==> src/rtl/xbar_pkg.sv <==
// Shared types and encodings of the slot switch.
// Assumes: a single clock domain for all users of these definitions.
package xbar_pkg;
    // Command operation codes on cmd_op.
    localparam logic OP_DISC = 1'b0;
    localparam logic OP_CONN = 1'b1;

    // Route controller states: idle, or one idle beat before a replacement.
    typedef enum logic {
        CTL_IDLE = 1'b0,
        CTL_GAP  = 1'b1
    } ctl_state_t;
endpackage

==> src/rtl/xbar_route_ctrl.sv <==
// Route table and command sequencer of the slot switch.
// Holds one route (valid flag plus source index) per output. Connect to an
// unrouted output or disconnect: applied next edge, acknowledged then.
// Connect to a routed output: route dropped for one cycle, then the new source
// set and acknowledged. Assumes: the controller waits for cmd_ack before it
// sends the next command; a command sent during the gap cycle is dropped.
module xbar_route_ctrl
    import xbar_pkg::*;
#(
    parameter int NPORT = 4,
    parameter int SW    = 2
) (
    input  logic                  clk,
    input  logic                  rst_n,
    input  logic                  cmd_valid,
    input  logic                  cmd_op,
    input  logic [SW-1:0]         cmd_src,
    input  logic [SW-1:0]         cmd_dst,
    output logic [NPORT-1:0]      route_v,
    output logic [NPORT*SW-1:0]   route_src,
    output logic                  cmd_ack
);
    ctl_state_t    state;
    logic [SW-1:0] gap_src;
    logic [SW-1:0] gap_dst;

    // Command sequencing and route table update.
    always_ff @(posedge clk) begin
        if (!rst_n) begin
            state     <= CTL_IDLE;
            route_v   <= '0;
            route_src <= '0;
            gap_src   <= '0;
            gap_dst   <= '0;
            cmd_ack   <= 1'b0;
        end else begin
            cmd_ack <= 1'b0;
            case (state)
                CTL_IDLE: begin
                    if (cmd_valid) begin
                        if (cmd_op == OP_CONN && route_v[cmd_dst]) begin
                            route_v[cmd_dst] <= 1'b0;
                            gap_src          <= cmd_src;
                            gap_dst          <= cmd_dst;
                            state            <= CTL_GAP;
                        end else begin
                            route_v[cmd_dst] <= cmd_op;
                            if (cmd_op == OP_CONN) begin
                                route_src[cmd_dst*SW +: SW] <= cmd_src;
                            end
                            cmd_ack <= 1'b1;
                        end
                    end
                end
                CTL_GAP: begin
                    route_v[gap_dst]            <= 1'b1;
                    route_src[gap_dst*SW +: SW] <= gap_src;
                    cmd_ack                     <= 1'b1;
                    state                       <= CTL_IDLE;
                end
                default: state <= CTL_IDLE;
            endcase
        end
    end

    AST_ACK_CAUSE: assert property (@(posedge clk) disable iff (!rst_n)
        cmd_ack |-> ($past(cmd_valid) || $past(state == CTL_GAP)));
    AST_GAP_ONE: assert property (@(posedge clk) disable iff (!rst_n)
        (state == CTL_GAP) |=> (state == CTL_IDLE));

    genvar g;
    generate
        for (g = 0; g < NPORT; g++) begin : g_chk
            AST_REPLACE_GAP: assert property (@(posedge clk) disable iff (!rst_n)
                (route_v[g] && $past(route_v[g]))
                |-> (route_src[g*SW +: SW] == $past(route_src[g*SW +: SW])));
        end
    endgenerate
endmodule

==> src/rtl/xbar_lane.sv <==
// Forward data lane for one output port.
// Selects one source through a mux gated by the route valid flag, then passes
// the beat through STAGES registers. Data is forced to zero whenever the beat
// is not valid. Assumes STAGES >= 1.
module xbar_lane #(
    parameter int NPORT  = 4,
    parameter int DW     = 8,
    parameter int SW     = 2,
    parameter int STAGES = 2
) (
    input  logic                  clk,
    input  logic                  rst_n,
    input  logic [NPORT*DW-1:0]   in_data,
    input  logic [NPORT-1:0]      in_valid,
    input  logic                  sel_v,
    input  logic [SW-1:0]         sel_src,
    output logic [DW-1:0]         out_d,
    output logic                  out_v
);
    logic [DW-1:0]     mux_d;
    logic              mux_v;
    logic [DW-1:0]     pd [STAGES];
    logic [STAGES-1:0] pv;

    // Source selection with zero fill for idle beats.
    always_comb begin
        mux_v = sel_v && in_valid[sel_src];
        mux_d = mux_v ? in_data[sel_src*DW +: DW] : '0;
    end

    genvar st;
    generate
        for (st = 0; st < STAGES; st++) begin : g_stage
            // One register stage of the lane.
            always_ff @(posedge clk) begin
                if (!rst_n) begin
                    pd[st] <= '0;
                    pv[st] <= 1'b0;
                end else if (st == 0) begin
                    pd[st] <= mux_d;
                    pv[st] <= mux_v;
                end else begin
                    pd[st] <= pd[(st == 0) ? 0 : st-1];
                    pv[st] <= pv[(st == 0) ? 0 : st-1];
                end
            end
        end
    endgenerate

    assign out_d = pd[STAGES-1];
    assign out_v = pv[STAGES-1];

    AST_IDLE_ZERO: assert property (@(posedge clk) disable iff (!rst_n)
        !out_v |-> (out_d == '0));
    AST_UNROUTED_IDLE: assert property (@(posedge clk) disable iff (!rst_n)
        !sel_v |=> !pv[0]);
endmodule

==> src/rtl/xbar_stall_ret.sv <==
// Backward stall path of the slot switch.
// Delays each sink stall by STAGES registers, then steers it to the source
// that the sink's output currently selects; stalls sharing a source are ORed.
// Assumes STAGES >= 1.
module xbar_stall_ret #(
    parameter int NPORT  = 4,
    parameter int SW     = 2,
    parameter int STAGES = 2
) (
    input  logic                  clk,
    input  logic                  rst_n,
    input  logic [NPORT-1:0]      out_stall,
    input  logic [NPORT-1:0]      route_v,
    input  logic [NPORT*SW-1:0]   route_src,
    output logic [NPORT-1:0]      in_stall
);
    logic [NPORT-1:0] sp [STAGES];

    genvar st;
    generate
        for (st = 0; st < STAGES; st++) begin : g_stage
            // One register stage of the stall return.
            always_ff @(posedge clk) begin
                if (!rst_n) begin
                    sp[st] <= '0;
                end else if (st == 0) begin
                    sp[st] <= out_stall;
                end else begin
                    sp[st] <= sp[(st == 0) ? 0 : st-1];
                end
            end
        end
    endgenerate

    // Steer delayed stalls to the selected sources.
    always_comb begin
        in_stall = '0;
        for (int s = 0; s < NPORT; s++) begin
            for (int d = 0; d < NPORT; d++) begin
                if (route_v[d] && route_src[d*SW +: SW] == s[SW-1:0]
                    && sp[STAGES-1][d]) begin
                    in_stall[s] = 1'b1;
                end
            end
        end
    end

    AST_STALL_NOROUTE: assert property (@(posedge clk) disable iff (!rst_n)
        ($countones(route_v) == 0) |-> (in_stall == '0));
endmodule

==> src/rtl/xbar_slot_switch.sv <==
// Four-port registered slot interconnect switch (port count is a parameter).
// Each output follows one input chosen by the route controller, or none.
// Data and stall both cross STAGES registers. Assumes one clock domain and a
// controller that waits for cmd_ack between commands.
module xbar_slot_switch
    import xbar_pkg::*;
#(
    parameter int NPORT  = 4,
    parameter int DW     = 8,
    parameter int STAGES = 2,
    localparam int SW    = (NPORT > 1) ? $clog2(NPORT) : 1
) (
    input  logic                  clk,
    input  logic                  rst_n,
    input  logic [NPORT*DW-1:0]   in_data,
    input  logic [NPORT-1:0]      in_valid,
    output logic [NPORT-1:0]      in_stall,
    output logic [NPORT*DW-1:0]   out_data,
    output logic [NPORT-1:0]      out_valid,
    input  logic [NPORT-1:0]      out_stall,
    input  logic                  cmd_valid,
    input  logic                  cmd_op,
    input  logic [SW-1:0]         cmd_src,
    input  logic [SW-1:0]         cmd_dst,
    output logic                  cmd_ack
);
    logic [NPORT-1:0]    route_v;
    logic [NPORT*SW-1:0] route_src;

    xbar_route_ctrl #(.NPORT(NPORT), .SW(SW)) u_ctrl (
        .clk       (clk),
        .rst_n     (rst_n),
        .cmd_valid (cmd_valid),
        .cmd_op    (cmd_op),
        .cmd_src   (cmd_src),
        .cmd_dst   (cmd_dst),
        .route_v   (route_v),
        .route_src (route_src),
        .cmd_ack   (cmd_ack)
    );

    genvar d;
    generate
        for (d = 0; d < NPORT; d++) begin : g_lane
            xbar_lane #(.NPORT(NPORT), .DW(DW), .SW(SW), .STAGES(STAGES)) u_lane (
                .clk      (clk),
                .rst_n    (rst_n),
                .in_data  (in_data),
                .in_valid (in_valid),
                .sel_v    (route_v[d]),
                .sel_src  (route_src[d*SW +: SW]),
                .out_d    (out_data[d*DW +: DW]),
                .out_v    (out_valid[d])
            );
        end
    endgenerate

    xbar_stall_ret #(.NPORT(NPORT), .SW(SW), .STAGES(STAGES)) u_stall (
        .clk       (clk),
        .rst_n     (rst_n),
        .out_stall (out_stall),
        .route_v   (route_v),
        .route_src (route_src),
        .in_stall  (in_stall)
    );
endmodule

==> config.mk <==
export PLATFORM = sky130hd
export DESIGN_NAME = xbar_slot_switch
export DESIGN_NICKNAME = d
export VERILOG_FILES = /design/src/rtl/xbar_pkg.sv /design/src/rtl/xbar_route_ctrl.sv /design/src/rtl/xbar_lane.sv /design/src/rtl/xbar_stall_ret.sv /design/src/rtl/xbar_slot_switch.sv
export SDC_FILE = /design/constraint.sdc
export NUM_CORES = 1
export LEC_CHECK = 0
export ABC_AREA = 1
export CAP_MARGIN = 10
export CORE_AREA = 5 5 112 114
export CTS_CLUSTER_DIAMETER = 200
export DETAILED_ROUTE_END_ITERATION = 10
export DIE_AREA = 0 0 117 119
export SYNTH_ARGS = -nofsm -noshare
export SYNTH_HDL_FRONTEND = slang
export SYNTH_SLANG_ARGS = --single-unit
==> constraint.sdc <==
create_clock -name clk -period 1.86 [get_ports clk]
set_input_delay 0.186 -clock clk [delete_from_list [all_inputs] [get_ports clk]]
set_output_delay 0.186 -clock clk [all_outputs]
set_load 0.01 [all_outputs]
==> flow_summary.json, run 1 <==
{
  "synth_cell_types": 32,
  "antenna_found_initial": 0,
  "critPathKind": "flip-flop to output port",
  "clkTransAtPathRegs_ns": 0.07,
  "finClkSkew_ns": 0.008457,
  "ir_drop_mv": 0.4983,
  "worst-path-max-fanout": 4,
  "antenna_cells": 0,
  "setup_viol": 0,
  "worstHoldPathType": "primary input to flip-flop",
  "power_mw": 4.639,
  "min_period_over_period": 0.9562,
  "finalSetupTns_ns": 0,
  "rsz0062_at_grt": "false",
  "post_drt_via_cell_ratio": 5.105,
  "ys_ff_latch": 98,
  "initial_utilization": 0.3938,
  "synth_seq_area_share": 0.4401,
  "ys.flop_type": "dfxtp_1",
  "synth_warnings": 0,
  "syn_nets": 654,
  "p_leak_nw": 2.952,
  "clk_latency_ns": 0.35,
  "grt_pass1_vias": 4493,
  "fmax_mhz": 562.2,
  "htreeDepth": 3,
  "tightest_slew_ns": 0.4219,
  "grt_pass1_wl_um": 22220,
  "synth_area_sq_um": 4458,
  "cts_hold_buf": 0,
  "port_buffers": 88,
  "cpPeakStageDelay_ns": 0.35,
  "dr.pass1.iters": 6,
  "powerDensity_nw_per_um2": 772.4,
  "synth_area_leader_cell": "dfxtp_1",
  "drv_slew": 0,
  "ant_nets": 0,
  "async_flop_share": 0,
  "min_period_ns": 1.779,
  "fin_ws_ns": 0.08138,
  "place_area_sq_um": 5700,
  "fin_hold_ws_ns": 0.1513,
  "critPathCaptureType": "output port",
  "relSlewSlack": 0.7188,
  "cap_violations": 0,
  "synth.top_cells.by_area": "dfxtp_1, inv_1, nand2_1, o22ai_1, nor2_1",
  "synthCells": 594,
  "seq_area_sq_um": 1968,
  "fp.dieH_um": 119,
  "cts_tree": "built",
  "routedWlPerCell_um": 16.10,
  "cts.sinks": 98,
  "syn_to_final_growth_pct": 34.72,
  "numCtsBuffers": 9,
  "cp_slowest_cell": "dfxtp_2",
  "pre_cts_ws_ns": -0.07563,
  "drive_gt1_frac": 0.1295,
  "final_nets": 773,
  "root_buffer": "clkbuf_16",
  "ctsLongestPathBuffers": 2,
  "num_vias": 4395,
  "cp_data_arrival_time_ns": 1.59,
  "worstSetupStartpointType": "flip-flop",
  "core_area_sq_um": 11320,
  "synth_edf_count": 0,
  "num_rows": 39,
  "avgSynthCellArea_sq_um": 7.505,
  "finalHoldViolations": 0,
  "dp_hpwl_um": 10910,
  "cp_cell_sequence": "nor2_1, inv_1, o22ai_1, a31oi_1, o21ai_1, dlygate4sd2_1",
  "routed_wl_um": 13860,
  "grt_max_degree": 27,
  "multi_input_area_sq_um": 1949,
  "crit_required_ns": 1.67,
  "drc_errors": 0,
  "drtIter0Drc": 308,
  "grt-ovfl-total": 0,
  "boundaryPins": 89,
  "fp.dieW_um": 117,
  "synth_top_area_share": 0.4401,
  "track_usage": 0.2046,
  "status": "finished clean",
  "globalplace.congestion": 0.8775,
  "final_cell_area_sq_um": 6006,
  "die-area_sq_um": 13920,
  "fill_cells": 1132
}
==> cell type report <==
class                   instances  share of cell area
clock buffers                  10             0.03813
clock inverters                 6             0.01229
inverters                     118             0.07604
multi-input cells             361              0.3246
flip-flops and latches         98              0.3277
well taps                     143             0.02979
repair buffers                125              0.1915
==> registers in the layout, summed over array words and instances, names as in the netlist <==
register,cells
g_lane.u_lane.out_v,4
u_ctrl.route_v,4
g_lane.u_lane.pv,4
u_ctrl.gap_dst,2
u_stall.sp,8
u_ctrl.gap_src,2
u_ctrl.route_src,8
g_lane.u_lane.pd,64
u_ctrl.state,1
u_ctrl.cmd_ack,1
==> metal layers <==
layer / share of wire / GRT usage
met4: 0.039 / 0.1133
met3: 0.078 / 0.03448
met2: 0.48 / 0.3457
met1: 0.40 / 0.2428
met5: 0 / 0
==> critical path: cells and delay by family, from the launching register on <==
family	cells	cell delay (ns)
buffers and inverters	2	0.40
AOI/OAI and AO/OA	3	0.33
DFF	1	0.35
and+or+nand+nor	1	0.16
==> synthesized netlist by cell type, drive strengths merged, types with 3 or more instances <==
| cell | instances |
|---|---|
| o21ai | 9 |
| a21oi | 14 |
| dfxtp | 98 |
| ha | 12 |
| a31oi | 4 |
| a221oi | 18 |
| nand2 | 113 |
| nor2 | 90 |
| o2111ai | 4 |
| nand3 | 30 |
| o22ai | 51 |
| clkbuf | 3 |
| buf | 14 |
| nand4 | 8 |
| o221ai | 3 |
| inv | 117 |
==> worst paths after layout <==
check / slack [ns] / end / start / depth (start not counted)
min: 0.15 / u_ctrl.route_v[1] / rst_n / 3
max: 0.08 / in_stall[0] / u_ctrl.route_src[0] / 6
max reg2reg: 0.36 / g_lane[1].u_lane.pd[0][7] / u_ctrl.route_src[2] / 7
min reg2reg: 0.41 / g_lane[2].u_lane.pd[1][5] / g_lane[2].u_lane.pd[0][5] / 2
==> cell families after synthesis <==
family / after synthesis / share of synthesized area
AO/OA/AOI/OAI: 104 / 0.1552
adder cells (fa/ha/maj): 12 / 0.03368
AND/OR/NAND/NOR: 245 / 0.2484
buffers and inverters: 135 / 0.1227
flip-flops: 98 / 0.4401
==> where the power goes <==
group	switching [mW]	total [mW]	internal [mW]
clock	0.827	1.89	1.06
sequential	0.0231	2.17	2.15
combinational	0.323	0.583	0.261
total	1.17	4.64	3.47
==> cells in the final DEF (no fill, tap or decap), drive strengths merged, types with 4 or more instances in the layout <==
master | Yosys | layout
a221oi | 18 | 18
a21oi | 14 | 14
o22ai | 51 | 51
clkbuf | 3 | 10
nand4 | 8 | 8
nand3 | 30 | 30
dfxtp | 98 | 98
a31oi | 4 | 4
inv | 117 | 119
clkdlybuf4s50 | 0 | 83
o21ai | 9 | 9
nor2 | 90 | 90
o2111ai | 4 | 4
nand2 | 113 | 113
buf | 14 | 38
ha | 12 | 12
==> repair_timing <==
| item | 4_1_cts | 5_1_grt |
|---|---|---|
| buffers inserted | 0 | 0 |
| gates resized for setup | 8 | 2 |
| endpoints found under the setup margin | 4 | 1 |
==> through the flow <==
stage	utilization	cells
6_report	0.5305	861
5_1_grt	0.5305	861
4_1_cts	0.5303	861
3_5_place_dp	0.5035	845
3_3_place_gp	0.5035	845
2_1_floorplan	-	594
Power figures use the tool's default switching activity.
==> run 2: changes to the inputs <==
--- a/config.mk
+++ b/config.mk
@@ -7,10 +7,13 @@
 export LEC_CHECK = 0
 export ABC_AREA = 1
 export CAP_MARGIN = 10
-export CORE_AREA = 5 5 112 114
+export CELL_PAD_IN_SITES_DETAIL_PLACEMENT = 2
+export CELL_PAD_IN_SITES_GLOBAL_PLACEMENT = 2
+export CORE_AREA = 5 5 130 132
 export CTS_CLUSTER_DIAMETER = 200
 export DETAILED_ROUTE_END_ITERATION = 10
-export DIE_AREA = 0 0 117 119
+export DIE_AREA = 0 0 135 137
+export PLACE_DENSITY_LB_ADDON = 0.1
 export SYNTH_ARGS = -nofsm -noshare
 export SYNTH_HDL_FRONTEND = slang
 export SYNTH_SLANG_ARGS = --single-unit
==> constraint.sdc (replaced) <==
create_clock -name clk -period 1.86 [get_ports clk]
set_input_delay 0.186 -clock clk [delete_from_list [all_inputs] [get_ports clk]]
set_output_delay 0.186 -clock clk [all_outputs]
set_load 0.1 [all_outputs]
==> run 2 against run 1 <==
  * Sequential share of layout area decreased by 0.85 points
  * Critical path type unchanged
  * Die area increased by 33%
  * Combinational power increased by 18%
  * Maximum frequency decreased by 0.21%
  * Critical path depth increased by 1
  * Clock skew increased by 0.0094 ns
==> flow_summary.json, run 2 (synthesis gave the netlist of run 1 again) <==
{
  "fp.dieW_um": 135,
  "globalplace.congestion": 0.8784,
  "cp_cell_sequence": "inv_2, nor2_4, inv_1, nor2_1, a21oi_1, o221ai_4, buf_12",
  "finalHoldViolations": 0,
  "layout_commonest_cell": "inv_1",
  "largest_reg_flops": 64,
  "cts_tree": "built",
  "powerDensity_nw_per_um2": 788.4,
  "crit_required_ns": 1.67,
  "status": "finished clean",
  "top_regs": "g_lane.u_lane.pd: 64 flops, u_ctrl.route_src: 8 flops, u_stall.sp: 8 flops",
  "r2r_setup_slack_ns": 0.22,
  "pre_cts_ws_ns": -0.1204,
  "ant_nets": 0,
  "r2r-start": "u_ctrl.route_src[2]",
  "boundaryPins": 89,
  "critPathKind": "flip-flop to output port",
  "fmax_mhz": 561.1,
  "routed_wl_um": 18010,
  "ir_drop_mv": 0.4391,
  "die-area_sq_um": 18500,
  "cap_violations": 0,
  "top_register": "g_lane.u_lane.pd",
  "relSlewSlack": 0.6754,
  "fin_util": 0.3965,
  "crit_family": "buffers and inverters",
  "met1_usage": 0.2139,
  "grt_pass1_wl_um": 27810,
  "fill_cells": 1813,
  "antenna_cells": 0,
  "post_drt_via_cell_ratio": 4.874,
  "min_period_ns": 1.782,
  "clkTransAtPathRegs_ns": 0.07,
  "worstSetupStartpointType": "flip-flop",
  "track_usage": 0.1981,
  "min-delay-start": "rst_n",
  "fin_cells": 940,
  "setup_viol": 0,
  "grtUsageMet2": 0.3799,
  "dp_hpwl_um": 13930,
  "final_cell_area_sq_um": 6185,
  "finClkSkew_ns": 0.01782,
  "worst-path-max-fanout": 4,
  "cp_data_arrival_time_ns": 1.60,
  "final_cell_mix": "inv_1, nand2_1, dfxtp_1, nor2_1, buf_4",
  "num_vias": 4582,
  "drtIter0Drc": 261,
  "worstReg2RegEnd": "g_lane[1].u_lane.pd[0][4]",
  "min_to": "u_ctrl.route_src[0]",
  "syn_to_final_growth_pct": 38.73,
  "drive_gt1_frac": 0.2141,
  "p_leak_nw": 3.081,
  "numCtsBuffers": 9,
  "grtUsageMet3": 0.03051,
  "port_buffers": 88,
  "grt_pass1_vias": 5073,
  "routedWlPerCell_um": 19.16,
  "rsz0062_at_grt": "false",
  "initial_utilization": 0.2858,
  "top_usage_layer": "met2",
  "power_mw": 4.876,
  "dr.pass1.iters": 4,
  "ctsLongestPathBuffers": 2,
  "grt-ovfl-total": 0,
  "critPathCaptureType": "output port",
  "antenna_found_initial": 0,
  "root_buffer": "clkbuf_16",
  "num_rows": 46,
  "drv_slew": 0,
  "drc_errors": 0,
  "cpPeakStageDelay_ns": 0.37,
  "critPathBufInv": 3,
  "min_period_over_period": 0.9583,
  "fin_hold_ws_ns": 0.2280,
  "core_area_sq_um": 15600,
  "htreeDepth": 3,
  "tightest_slew_ns": 0.4862,
  "cts.sinks": 98,
  "whs_path_depth": 3,
  "clk_latency_ns": 0.37,
  "fp.dieH_um": 137,
  "finalSetupTns_ns": 0,
  "worstHoldPathType": "primary input to flip-flop",
  "grt_max_degree": 30,
  "rr_worst_depth": 5,
  "fin_ws_ns": 0.07763,
  "final_nets": 779,
  "place_area_sq_um": 5789,
  "dp_cells": 920,
  "cp_slowest_cell": "dfxtp_2"
}
## run 2: cell types whose count changed in the layout (fill, tap and decap cells not counted), sizes merged
cell	before	now
buf	38	85
clkbuf	10	9
clkdlybuf4s15	1	0
clkdlybuf4s50	83	46
clkinv	1	2
clkinvlp	2	1
dlygate4sd2	3	0
inv	119	120
## run 2: final cells by class
cell class / count / area (sq um) / share of cell area
multi-input cells: 361 / 2016 / 0.3259
flip-flops and latches: 98 / 1974 / 0.3192
clock buffers: 9 / 225.2 / 0.03642
repair buffers: 131 / 1159 / 0.1873
inverters: 118 / 456.7 / 0.07384
well taps: 216 / 270.3 / 0.04370
clock inverters: 7 / 83.83 / 0.01355
## run 2: worst max-delay path by stage
stage                         from                   to  slack (ns)  cells after the start
2_1_floorplan  u_ctrl.route_src[7]          in_stall[1]        0.03                      4
3_3_place_gp            cmd_dst[1]  u_ctrl.route_src[1]       -0.07                      8
3_5_place_dp            cmd_dst[1]  u_ctrl.route_src[1]       -0.12                      8
4_1_cts        u_ctrl.route_src[6]          in_stall[1]       -0.01                      5
5_1_grt        u_ctrl.route_src[0]          in_stall[1]       0.001                      7
6_report       u_ctrl.route_src[0]          in_stall[1]        0.08                      7
## run 2: metal layers
layer | vias up | wire length (um) | part of all wire
met4 | 0 | 582 | 0.032
met1 | 2249 | 7050 | 0.39
met3 | 40 | 663 | 0.037
met2 | 112 | 9717 | 0.54
met5 | - | 0 | 0
li1 | 2181 | - | -
## run 2: worst register-to-register path: cells and delay by family, from the launching register on
family          cells  cell delay, ns
simple gates        2            0.46
buf+inv             1            0.09
flops               1            0.41
compound gates      2            0.55
## run 2: power by group
| group | internal (mW) | total, mW | leakage [nW] | switching, mW |
|---|---|---|---|---|
| registers | 2.15 | 2.19 | 0.798 | 0.0399 |
| clock network | 1.07 | 2.00 | 0.149 | 0.932 |
| logic | 0.269 | 0.689 | 2.13 | 0.420 |
| total | 3.48 | 4.88 | 3.08 | 1.39 |
## run 2: repair_timing
action,in CTS,in global routing
gates resized for setup,9,11
hold buffers,0,0
setup buffers,1,3
pin swaps,1,2
endpoints found under the setup margin,3,4
